--- config.mk ---
export PLATFORM = sky130hd
export DESIGN_NAME = lsu_align
export DESIGN_NICKNAME = d
export VERILOG_FILES = /design/src/rtl/lsu_pkg.sv /design/src/rtl/lsu_req_align.sv /design/src/rtl/lsu_load_extend.sv /design/src/rtl/lsu_ctrl.sv /design/src/rtl/lsu_align.sv
export SDC_FILE = /design/constraint.sdc
export NUM_CORES = 1
export LEC_CHECK = 0
export BUFFER_PORTS_ARGS = -buffer_cell sky130_fd_sc_hd__buf_2
export CAP_MARGIN = 10
export CORE_MARGIN = 2
export CORE_UTILIZATION = 50
export DETAILED_ROUTE_END_ITERATION = 8
export GPL_TIMING_DRIVEN = 0
export PLACE_DENSITY = 0.79
export SLEW_MARGIN = 15
export SYNTH_ARGS = -nofsm -noshare
export SYNTH_HDL_FRONTEND = slang
export SYNTH_HIERARCHICAL = 1
export SYNTH_SLANG_ARGS = --single-unit
--- constraint.sdc ---
create_clock -name clk -period 23.4 [get_ports clk]
set_input_delay 1.17 -clock clk [delete_from_list [all_inputs] [get_ports clk]]
set_output_delay 1.17 -clock clk [all_outputs]
set_load 0.02 [all_outputs]
--- src/rtl/lsu_pkg.sv ---
package lsu_pkg;
  localparam int unsigned LSU_DW   = 64;
  localparam int unsigned LSU_LN   = LSU_DW / 8;
  localparam int unsigned LSU_OFFW = $clog2(LSU_LN);

  typedef enum logic [1:0] {
    SZ_BYTE = 2'd0,
    SZ_HALF = 2'd1,
    SZ_WORD = 2'd2,
    SZ_DBL  = 2'd3
  } acc_size_e;

  // data mask covering the low 2^size bytes
  function automatic logic [LSU_DW-1:0] size_mask(input acc_size_e sz);
    logic [LSU_DW-1:0] m;
    case (sz)
      SZ_BYTE: m = {{(LSU_DW-8){1'b0}}, 8'hFF};
      SZ_HALF: m = {{(LSU_DW-16){1'b0}}, 16'hFFFF};
      SZ_WORD: m = {{(LSU_DW-32){1'b0}}, 32'hFFFF_FFFF};
      default: m = '1;
    endcase
    return m;
  endfunction

  // unshifted byte-enable pattern for a size
  function automatic logic [LSU_LN-1:0] size_lanes(input acc_size_e sz);
    logic [LSU_LN-1:0] b;
    case (sz)
      SZ_BYTE: b = {{(LSU_LN-1){1'b0}}, 1'b1};
      SZ_HALF: b = {{(LSU_LN-2){1'b0}}, 2'b11};
      SZ_WORD: b = {{(LSU_LN-4){1'b0}}, 4'hF};
      default: b = '1;
    endcase
    return b;
  endfunction
endpackage

--- src/rtl/lsu_req_align.sv ---
module lsu_req_align
  import lsu_pkg::*;
#(
  parameter int unsigned AW = 32
) (
  input  logic [AW-1:0]     addr,
  input  acc_size_e         size,
  input  logic [LSU_DW-1:0] wdata,
  output logic              misaligned,
  output logic [AW-1:0]     line_addr,
  output logic [LSU_LN-1:0] lane_en,
  output logic [LSU_DW-1:0] lane_wdata
);
  logic [LSU_OFFW-1:0] off;
  logic [LSU_OFFW-1:0] low_mask;

  always_comb begin
    off = addr[LSU_OFFW-1:0];
    case (size)
      SZ_BYTE: low_mask = '0;
      SZ_HALF: low_mask = LSU_OFFW'(1);
      SZ_WORD: low_mask = LSU_OFFW'(3);
      default: low_mask = LSU_OFFW'(7);
    endcase
    misaligned = |(off & low_mask);
    line_addr  = {addr[AW-1:LSU_OFFW], {LSU_OFFW{1'b0}}};
    lane_en    = size_lanes(size) << off;
    lane_wdata = (wdata & size_mask(size)) << {off, 3'b000};
  end
endmodule

--- src/rtl/lsu_load_extend.sv ---
module lsu_load_extend
  import lsu_pkg::*;
(
  input  logic [LSU_DW-1:0]   rdata,
  input  logic [LSU_OFFW-1:0] off,
  input  acc_size_e           size,
  input  logic                zext,
  output logic [LSU_DW-1:0]   result
);
  logic [LSU_DW-1:0] shifted;
  logic [LSU_DW-1:0] keep;
  logic              top_bit;

  always_comb begin
    shifted = rdata >> {off, 3'b000};
    keep    = size_mask(size);
    case (size)
      SZ_BYTE: top_bit = shifted[7];
      SZ_HALF: top_bit = shifted[15];
      SZ_WORD: top_bit = shifted[31];
      default: top_bit = 1'b0;
    endcase
    result = (shifted & keep) | ((!zext && top_bit) ? ~keep : '0);
  end
endmodule

--- src/rtl/lsu_ctrl.sv ---
module lsu_ctrl
  import lsu_pkg::*;
#(
  parameter int unsigned AW = 32
) (
  input  logic                clk,
  input  logic                rst_n,
  input  logic                req_valid,
  output logic                req_ready,
  input  logic                req_store,
  input  acc_size_e           req_size,
  input  logic                req_unsigned,
  input  logic [AW-1:0]       req_addr,
  input  logic                misaligned,
  input  logic [AW-1:0]       line_addr,
  input  logic [LSU_LN-1:0]   lane_en,
  input  logic [LSU_DW-1:0]   lane_wdata,
  output logic                mem_valid,
  input  logic                mem_ready,
  output logic                mem_we,
  output logic [AW-1:0]       mem_addr,
  output logic [LSU_LN-1:0]   mem_be,
  output logic [LSU_DW-1:0]   mem_wdata,
  input  logic                mem_rvalid,
  output logic [LSU_OFFW-1:0] ld_off,
  output acc_size_e           ld_size,
  output logic                ld_zext,
  input  logic [LSU_DW-1:0]   ext_data,
  output logic                ld_valid,
  output logic [LSU_DW-1:0]   ld_data,
  output logic                exc_valid,
  output logic                exc_store,
  output logic [AW-1:0]       exc_addr
);
  typedef enum logic [1:0] {ST_IDLE, ST_ISSUE, ST_WAIT} state_e;

  state_e state_q, state_d;
  logic   accept, issue_en, exc_en, ret_en;

  assign req_ready = (state_q == ST_IDLE) && !exc_valid;
  assign accept    = req_valid && req_ready;
  assign issue_en  = accept && !misaligned;
  assign exc_en    = accept && misaligned;
  assign ret_en    = (state_q == ST_WAIT) && mem_rvalid;
  assign mem_valid = (state_q == ST_ISSUE);

  always_comb begin
    state_d = state_q;
    case (state_q)
      ST_IDLE:  if (issue_en) state_d = ST_ISSUE;
      ST_ISSUE: if (mem_ready) state_d = mem_we ? ST_IDLE : ST_WAIT;
      ST_WAIT:  if (mem_rvalid) state_d = ST_IDLE;
      default:  state_d = ST_IDLE;
    endcase
  end

  always_ff @(posedge clk or negedge rst_n) begin
    if (!rst_n) begin
      state_q   <= ST_IDLE;
      exc_valid <= 1'b0;
      ld_valid  <= 1'b0;
    end else begin
      state_q   <= state_d;
      exc_valid <= exc_en;
      ld_valid  <= ret_en;
    end
  end

  // request payload, captured only on an issued operation
  always_ff @(posedge clk) begin
    if (issue_en) begin
      mem_we    <= req_store;
      mem_addr  <= line_addr;
      mem_be    <= lane_en;
      mem_wdata <= req_store ? lane_wdata : '0;
      ld_off    <= req_addr[LSU_OFFW-1:0];
      ld_size   <= req_size;
      ld_zext   <= req_unsigned;
    end
  end

  always_ff @(posedge clk) begin
    if (exc_en) begin
      exc_addr  <= req_addr;
      exc_store <= req_store;
    end
  end

  always_ff @(posedge clk) begin
    if (ret_en) ld_data <= ext_data;
  end

  p_hold_r2: assert property (@(posedge clk) disable iff (!rst_n)
    mem_valid && !mem_ready |=> mem_valid && $stable(mem_addr) && $stable(mem_be)
                                && $stable(mem_we) && $stable(mem_wdata));
  p_issue_r2: assert property (@(posedge clk) disable iff (!rst_n)
    req_valid && req_ready && !misaligned |=> mem_valid);
  p_be_shape_r3: assert property (@(posedge clk) disable iff (!rst_n)
    mem_valid |-> ($countones(mem_be) == 1 || $countones(mem_be) == 2 ||
                   $countones(mem_be) == 4 || $countones(mem_be) == 8));
  p_exc_pulse_r8: assert property (@(posedge clk) disable iff (!rst_n)
    exc_valid |=> !exc_valid);
  p_exc_noissue_r8: assert property (@(posedge clk) disable iff (!rst_n)
    exc_valid |-> !mem_valid);
  p_busy_r9: assert property (@(posedge clk) disable iff (!rst_n)
    req_valid && req_ready |=> !req_ready);
  p_ld_pulse_r10: assert property (@(posedge clk) disable iff (!rst_n)
    ld_valid |=> !ld_valid);
endmodule

--- src/rtl/lsu_align.sv ---
module lsu_align
  import lsu_pkg::*;
#(
  parameter int unsigned AW = 32
) (
  input  logic          clk,
  input  logic          rst_n,
  input  logic          req_valid,
  output logic          req_ready,
  input  logic          req_store,
  input  logic [1:0]    req_size,
  input  logic          req_unsigned,
  input  logic [AW-1:0] req_addr,
  input  logic [63:0]   req_wdata,
  output logic          mem_valid,
  input  logic          mem_ready,
  output logic          mem_we,
  output logic [AW-1:0] mem_addr,
  output logic [7:0]    mem_be,
  output logic [63:0]   mem_wdata,
  input  logic          mem_rvalid,
  input  logic [63:0]   mem_rdata,
  output logic          ld_valid,
  output logic [63:0]   ld_data,
  output logic          exc_valid,
  output logic          exc_store,
  output logic [AW-1:0] exc_addr
);
  acc_size_e           size_in;
  logic                mis;
  logic [AW-1:0]       line_addr;
  logic [LSU_LN-1:0]   lane_en;
  logic [LSU_DW-1:0]   lane_wdata;
  logic [LSU_OFFW-1:0] ld_off;
  acc_size_e           ld_size;
  logic                ld_zext;
  logic [LSU_DW-1:0]   ext_data;

  assign size_in = acc_size_e'(req_size);

  lsu_req_align #(.AW(AW)) u_req (
    .addr(req_addr), .size(size_in), .wdata(req_wdata),
    .misaligned(mis), .line_addr(line_addr), .lane_en(lane_en),
    .lane_wdata(lane_wdata)
  );

  lsu_ctrl #(.AW(AW)) u_ctrl (
    .clk(clk), .rst_n(rst_n),
    .req_valid(req_valid), .req_ready(req_ready), .req_store(req_store),
    .req_size(size_in), .req_unsigned(req_unsigned), .req_addr(req_addr),
    .misaligned(mis), .line_addr(line_addr), .lane_en(lane_en),
    .lane_wdata(lane_wdata),
    .mem_valid(mem_valid), .mem_ready(mem_ready), .mem_we(mem_we),
    .mem_addr(mem_addr), .mem_be(mem_be), .mem_wdata(mem_wdata),
    .mem_rvalid(mem_rvalid),
    .ld_off(ld_off), .ld_size(ld_size), .ld_zext(ld_zext), .ext_data(ext_data),
    .ld_valid(ld_valid), .ld_data(ld_data),
    .exc_valid(exc_valid), .exc_store(exc_store), .exc_addr(exc_addr)
  );

  lsu_load_extend u_ext (
    .rdata(mem_rdata), .off(ld_off), .size(ld_size), .zext(ld_zext),
    .result(ext_data)
  );
endmodule

# Word level (Yosys, flattened, before mapping)
# Index checks and enable logic that the tools add are counted.
# totals
regBits	209
in_bits	169
out_inout_bits	206
# op_classes
eq_ne	9
n_shift	3
muxes	11
bitwise	5
n_reduce_logical	14
# op_table
cell	n
$pmux 64 s3	2
$and 64x64->64	2
$mux 64	1
$not 64->64	1
$or 64x64->64	1
$shl 64x6->64	1
$shr 64x6->64	1
$pmux 8 s3	1
$pmux 3 s3	1
$mux 2	4
$shl 8x3->8	1
$eq 2x1->1 const B	3
$eq 2x2->1 const B	3
$logic_and 1x1->1	6
$logic_not 2->1	3
$pmux 2 s3	1
$ne 2x1->1 const B	2
$and 3x3->3	1
$logic_not 1->1	3
$pmux 1 s3	1
$reduce_and 3->1	1
$reduce_or 3->1	1
$ne 2x2->1 const B	1

# Logic depth before layout (Yosys ltp)
# depth
word_depth	8
mapped_depth	8

# By module
# The synthesis kept the hierarchy.
# by_module_without_submodules
module	instances	cells_each	area_each_um2	seq_area_each_um2
lsu_ctrl	1	295	6851.6	6346.1
lsu_load_extend	1	282	2449.8	0.0
lsu_req_align	1	356	2282.2	0.0

# Least setup slack after synthesis
# No wires, ideal clock.
# synth_timing
path_type	input -> register
startpoint	input port req_addr[0]
endpoint	register u_ctrl.ld_off[0] (enable)
t_arrival_ps	12336
required_ps	22547
setup_slack_ps	10211
path_stages	6
path_cell_list	buf_6 > buf_2 > buf_4 > o21ai_0 > o21ai_0 > nor4_1
# synth_between
elab_chain_cells	4
# synth_rtl
element	line_no	source
from (decl)	lsu_align.sv:13	input logic [AW-1:0] req_addr,
$and 3x3->3	lsu_req_align.sv:25	misaligned = |(off & low_mask);
$reduce_or 3->1	lsu_req_align.sv:25	
named net mis	lsu_align.sv:30	logic mis;
$logic_not 1->1	lsu_ctrl.sv:42	assign issue_en = accept && !misaligned;
$logic_and 1x1->1	lsu_ctrl.sv:42	
named net u_ctrl.issue_en	lsu_ctrl.sv:38	logic accept, issue_en, exc_en, ret_en;
to (signal assigned)	lsu_ctrl.sv:76	ld_off <= req_addr[LSU_OFFW-1:0];
to (decl)	lsu_ctrl.sv:25	output logic [LSU_OFFW-1:0] ld_off,
# The timed path passes the listed nets, and every way through them passes these cells.
# A chain may end at the register's enable or synchronous reset.

# Final worst setup path
# layout_timing
startpoint	input port req_addr[2]
endpoint	register u_ctrl.mem_wdata[50] (enable)
# layout_between
elab_chain_cells	4
# layout_rtl
element	line_no	source
$and 3x3->3	lsu_req_align.sv:25	
$reduce_or 3->1	lsu_req_align.sv:25	
named net mis	lsu_align.sv:30	
$logic_not 1->1	lsu_ctrl.sv:42	
$logic_and 1x1->1	lsu_ctrl.sv:42	
named net u_ctrl.issue_en	lsu_ctrl.sv:38	
to (signal assigned)	lsu_ctrl.sv:75	mem_wdata <= req_store ? lane_wdata : '0;
to (decl)	lsu_ctrl.sv:23	output logic [LSU_DW-1:0] mem_wdata,
# The timed path passes the listed nets, and every way through them passes these cells.

==> results.md <==
STA:
- The share of the cycle needed by the critical path after routing is 16.64%.
- At the pin with the least slew margin, the transition time is between 0.9 and 1 ns.
- The final hold violation count is 0.
- Setup repair after global routing left no endpoint under its margin.
- The final sum of negative setup slack is 0 ns.
- Setup violations remaining at the end of the flow were counted as 0.
- The setup slack of the critical path after layout is 19.51 ns.
- The achievable frequency is ~260 MHz.
- The shortest clock period the worst path allows after layout is 3.894 ns.
- The relative max-transition margin is 38.80%.
- The number of slew-limit violations in the final report was 0.
- The final worst clock skew is 0.02031 ns.

Cells and area:
- Relative to the synthesized area, the layout overhead comes to 27.36%.
- Cells with a size suffix above 1 make up 43.23% of the layout.
- After filler insertion, the fill cell instance count of the layout stands at 1812.
- The design area is 14750 um2.
- The most common library cell in the layout ignoring fill and taps is sky130_fd_sc_hd__buf_2.
- At the end of the flow, the number of nets in the layout was 1528.
- Leaving out fill and tap cells, the most frequent cells in the layout are sky130_fd_sc_hd__buf_2, sky130_fd_sc_hd__edfxtp_1, sky130_fd_sc_hd__mux2i_1.

CTS:
- Buffers added to address setup during post-CTS repair amount to 0.
- The tree is rooted in a sky130_fd_sc_hd__clkbuf_16.
- The worst-skew pair later-pin latency is 0.53 ns.
- Counting every sink on the clock net gives 212.
- The count of instances resized after the clock tree is built is 0.
- The depth of the CTS H-tree is 1.
- TritonCTS built the clock tree.
- Clock-pin slew was measured on the worst setup and hold paths at 0.06 ns.
- Counting the buffers created by CTS gives 23.
- The total of hold buffers inserted after clock tree synthesis is 0.
- The clock passes through at most 3 buffers.

Route:
- For this block, the via count after detailed routing is 10.04k.
- The count of unresolved DRC violations after routing is 0.
- For this block, the routed nets add up to 39.96 mm of wire.
- The count of TritonRoute iterations in the first routing pass is 7.
- The number of nets with antenna violations after detailed routing is 0.
- The number of DRC markers after the initial detailed-route iteration is 1021.
- Dividing the detail-routed via count by the number of cells gives around 6.0.
- The wire length per cell after detailed routing is 24.02 um.

Setup path:
- The setup slack of the worst register-to-register path is 20.66 ns.
- STA classifies the critical path startpoint as a primary input.
- The endpoint identified for the worst register-to-register timing path is u_ctrl/mem_wdata[50].
- The type of the setup path with the least slack is primary input to register.
- Counting cells, the worst reg-to-reg path comes to 7.
- The beginning of the worst register-to-register path is u_ctrl/state_q[0].
- Data on the critical path is required at its endpoint by 23.62 ns.
- STA puts the critical path data arrival time at 4.11 ns.
- In this run the worst path has a maximum fanout of 10.
- STA classifies the critical path endpoint as a register.

Logic synthesis:
- The per-instance average area after synthesis is 12.42 um2.
- After synthesis, the share of flip-flops with an asynchronous set or reset is 1.887%.
- The most common flop cell mapped by yosys is sky130_fd_sc_hd__edfxtp_1.
- The number of unique standard cell types used by synthesis is 62.
- Synthesis produced between 900 and 1k cells.
- The post-synthesis register bit count is 212.
- Summing the sequential cell areas from Yosys gives 54.79% of the chip area.
- The netlist area before placement is 11580 um2.
- During synthesis, Yosys emitted a total of 6 warnings.
- The count of flip-flops with a built-in enable after synthesis is ~210.

Global route:
- The via count of the first global-routing pass was 9751.
- The largest net degree at the start of global routing is 34.
- The overall overflow remaining after global route is 0.
- The global-route wire length before repair is 58.24 mm.
- The initial antenna violation count is 6.
- The total routing usage reported by global routing is about a third.

Power and ir drop:
- The analysis attributes to cell leakage a power of 6.195 nW.
- The maximum resistive drop on vdd is 55.98 uV.
- Power spread over the standard cell area amounts to about 67 nW/um2.

Floorplanning:
- For this configuration, the core starts out at a cell density of 51.01%.
- The die covers approximately 24000 um2.
- The boundary pin count is 375.
- After floorplanning, the core was divided into 55 placement rows.
- The floorplan step defined a core boundary enclosing about 23000 um2.
- The chip width is between 150 and 200 um.
- The vertical extent of the die is 156.2 um.

Placed design:
- The worst slack after detailed placement is 19.02 ns.
- Routability-driven placement finished with a final weighted congestion of 1.014.
- The number of input and output port buffers inserted is 374.
- After detailed placement, the total cell area comes to 14040 um2.
- The HPWL reported at the end of detailed placement is a little over 30 mm.

Outcome:
- The flow ran to the end, and the final reports show no timing, DRC or antenna violations.

Run:
- Max-cap violations in this run came to 0.

Worst hold path:
- The tightest min-delay check is of the primary input to async pin type.
-- sequential cells by signal (all words and copies together), names as in the netlist, 2 cells and up --
name / count
u_ctrl/ld_data: 64
u_ctrl/mem_wdata: 64
u_ctrl/exc_addr: 32
u_ctrl/mem_addr: 32
u_ctrl/mem_be: 8
u_ctrl/ld_off: 3
u_ctrl/ld_size: 2
u_ctrl/state_q: 2
-- final cells by class --
cell class | count | area (um2) | share of cell area [%]
flip-flops and latches | 212 | 6346 | 43.02
repair buffers | 399 | 2073 | 14.05
multi-input cells | 599 | 4466 | 30.27
clock buffers | 27 | 590.6 | 4.003
well taps | 285 | 356.6 | 2.417
inverters | 14 | 52.55 | 0.3562
diodes | 5 | 12.51 | 0.08481
plain buffers | 110 | 747.0 | 5.063
clock inverters | 13 | 108.9 | 0.7378
-- cells by family after synthesis --
logic type | synth area share, %
and+or+nand+nor | 14.58
AOI/OAI and AO/OA | 10.90
buffers and inverters | 6.902
DFF | 54.79
muxes | 12.80
other | 0.03237
-- through the flow --
step | power (mW) | hold slack, ns | cells | util [%]
detailed placement | 0.6563 | 0.5737 | 1619 | 61.83
global placement | 0.6572 | 0.5217 | 1594 | 60.85
CTS | 0.9962 | 0.4285 | 1659 | 64.91
floorplan | 0.5817 | 0.4887 | 935 | -
finish | 0.9932 | 0.4442 | 1664 | 64.96
global route | 1.025 | 0.4277 | 1663 | 64.95
-- routing by layer --
layer / vias up / wire length [um] / global-route usage [%]
met1: 4798 / 15000 / 40.50
met2: 729 / 19400 / 54.49
li1: 4367 / - / -
met4: 2 / 1838 / 13.28
met5: - / 14 / 0
met3: 145 / 3714 / 5.278
-- worst max path at each step --
stage / start / endpoint / slack (ns) / cells after the start
2_1_floorplan: req_addr[0] / u_ctrl/ld_off[0] / 10.21 / 6
3_3_place_gp: req_addr[2] / u_ctrl/mem_wdata[59] / 5.37 / 7
3_5_place_dp: req_addr[2] / u_ctrl/mem_wdata[58] / 19.02 / 13
4_1_cts: req_addr[2] / u_ctrl/mem_wdata[61] / 19.52 / 13
5_1_grt: req_addr[0] / u_ctrl/mem_wdata[57] / 19.26 / 13
6_report: req_addr[2] / u_ctrl/mem_wdata[50] / 19.51 / 13
-- where the power goes --
part           internal [mW]  leakage [nW]  switching, mW  total, mW
logic                 0.0742          3.87          0.124      0.198
clock network          0.193         0.347          0.148      0.341
registers              0.447          1.98        0.00741      0.454
-- worst max-delay path: stages --
cell and delay [ns]:
sky130_fd_sc_hd__buf_2 0.14, sky130_fd_sc_hd__buf_6 0.15, sky130_fd_sc_hd__buf_4 0.18, sky130_fd_sc_hd__buf_2 0.22
sky130_fd_sc_hd__a21oi_1 0.17, sky130_fd_sc_hd__o21ai_0 0.16, sky130_fd_sc_hd__nor4_2 0.56, sky130_fd_sc_hd__buf_4 0.26
sky130_fd_sc_hd__buf_4 0.18, sky130_fd_sc_hd__buf_2 0.23, sky130_fd_sc_hd__buf_2 0.24, sky130_fd_sc_hd__buf_4 0.19
sky130_fd_sc_hd__buf_2 0.23
-- cell usage after synthesis, types with 16 or more instances --
| cell type | count | share of area, % |
|---|---|---|
| sky130_fd_sc_hd__clkbuf_1 | 17 | 0.55 |
| sky130_fd_sc_hd__o21ai_1 | 39 | 1.7 |
| sky130_fd_sc_hd__mux4_2 | 24 | 4.7 |
| sky130_fd_sc_hd__nand4_2 | 20 | 2.2 |
| sky130_fd_sc_hd__mux2i_1 | 86 | 7.4 |
| sky130_fd_sc_hd__edfxtp_1 | 208 | 54 |
| sky130_fd_sc_hd__o2111ai_1 | 16 | 1.2 |
| sky130_fd_sc_hd__nor2_1 | 40 | 1.3 |
| sky130_fd_sc_hd__and2_1 | 75 | 4.1 |
| sky130_fd_sc_hd__buf_4 | 50 | 3.2 |
| sky130_fd_sc_hd__nand2_1 | 74 | 2.4 |
| sky130_fd_sc_hd__a21oi_1 | 50 | 2.2 |
| sky130_fd_sc_hd__buf_2 | 25 | 1.1 |
(Power assumes the default switching activity.)
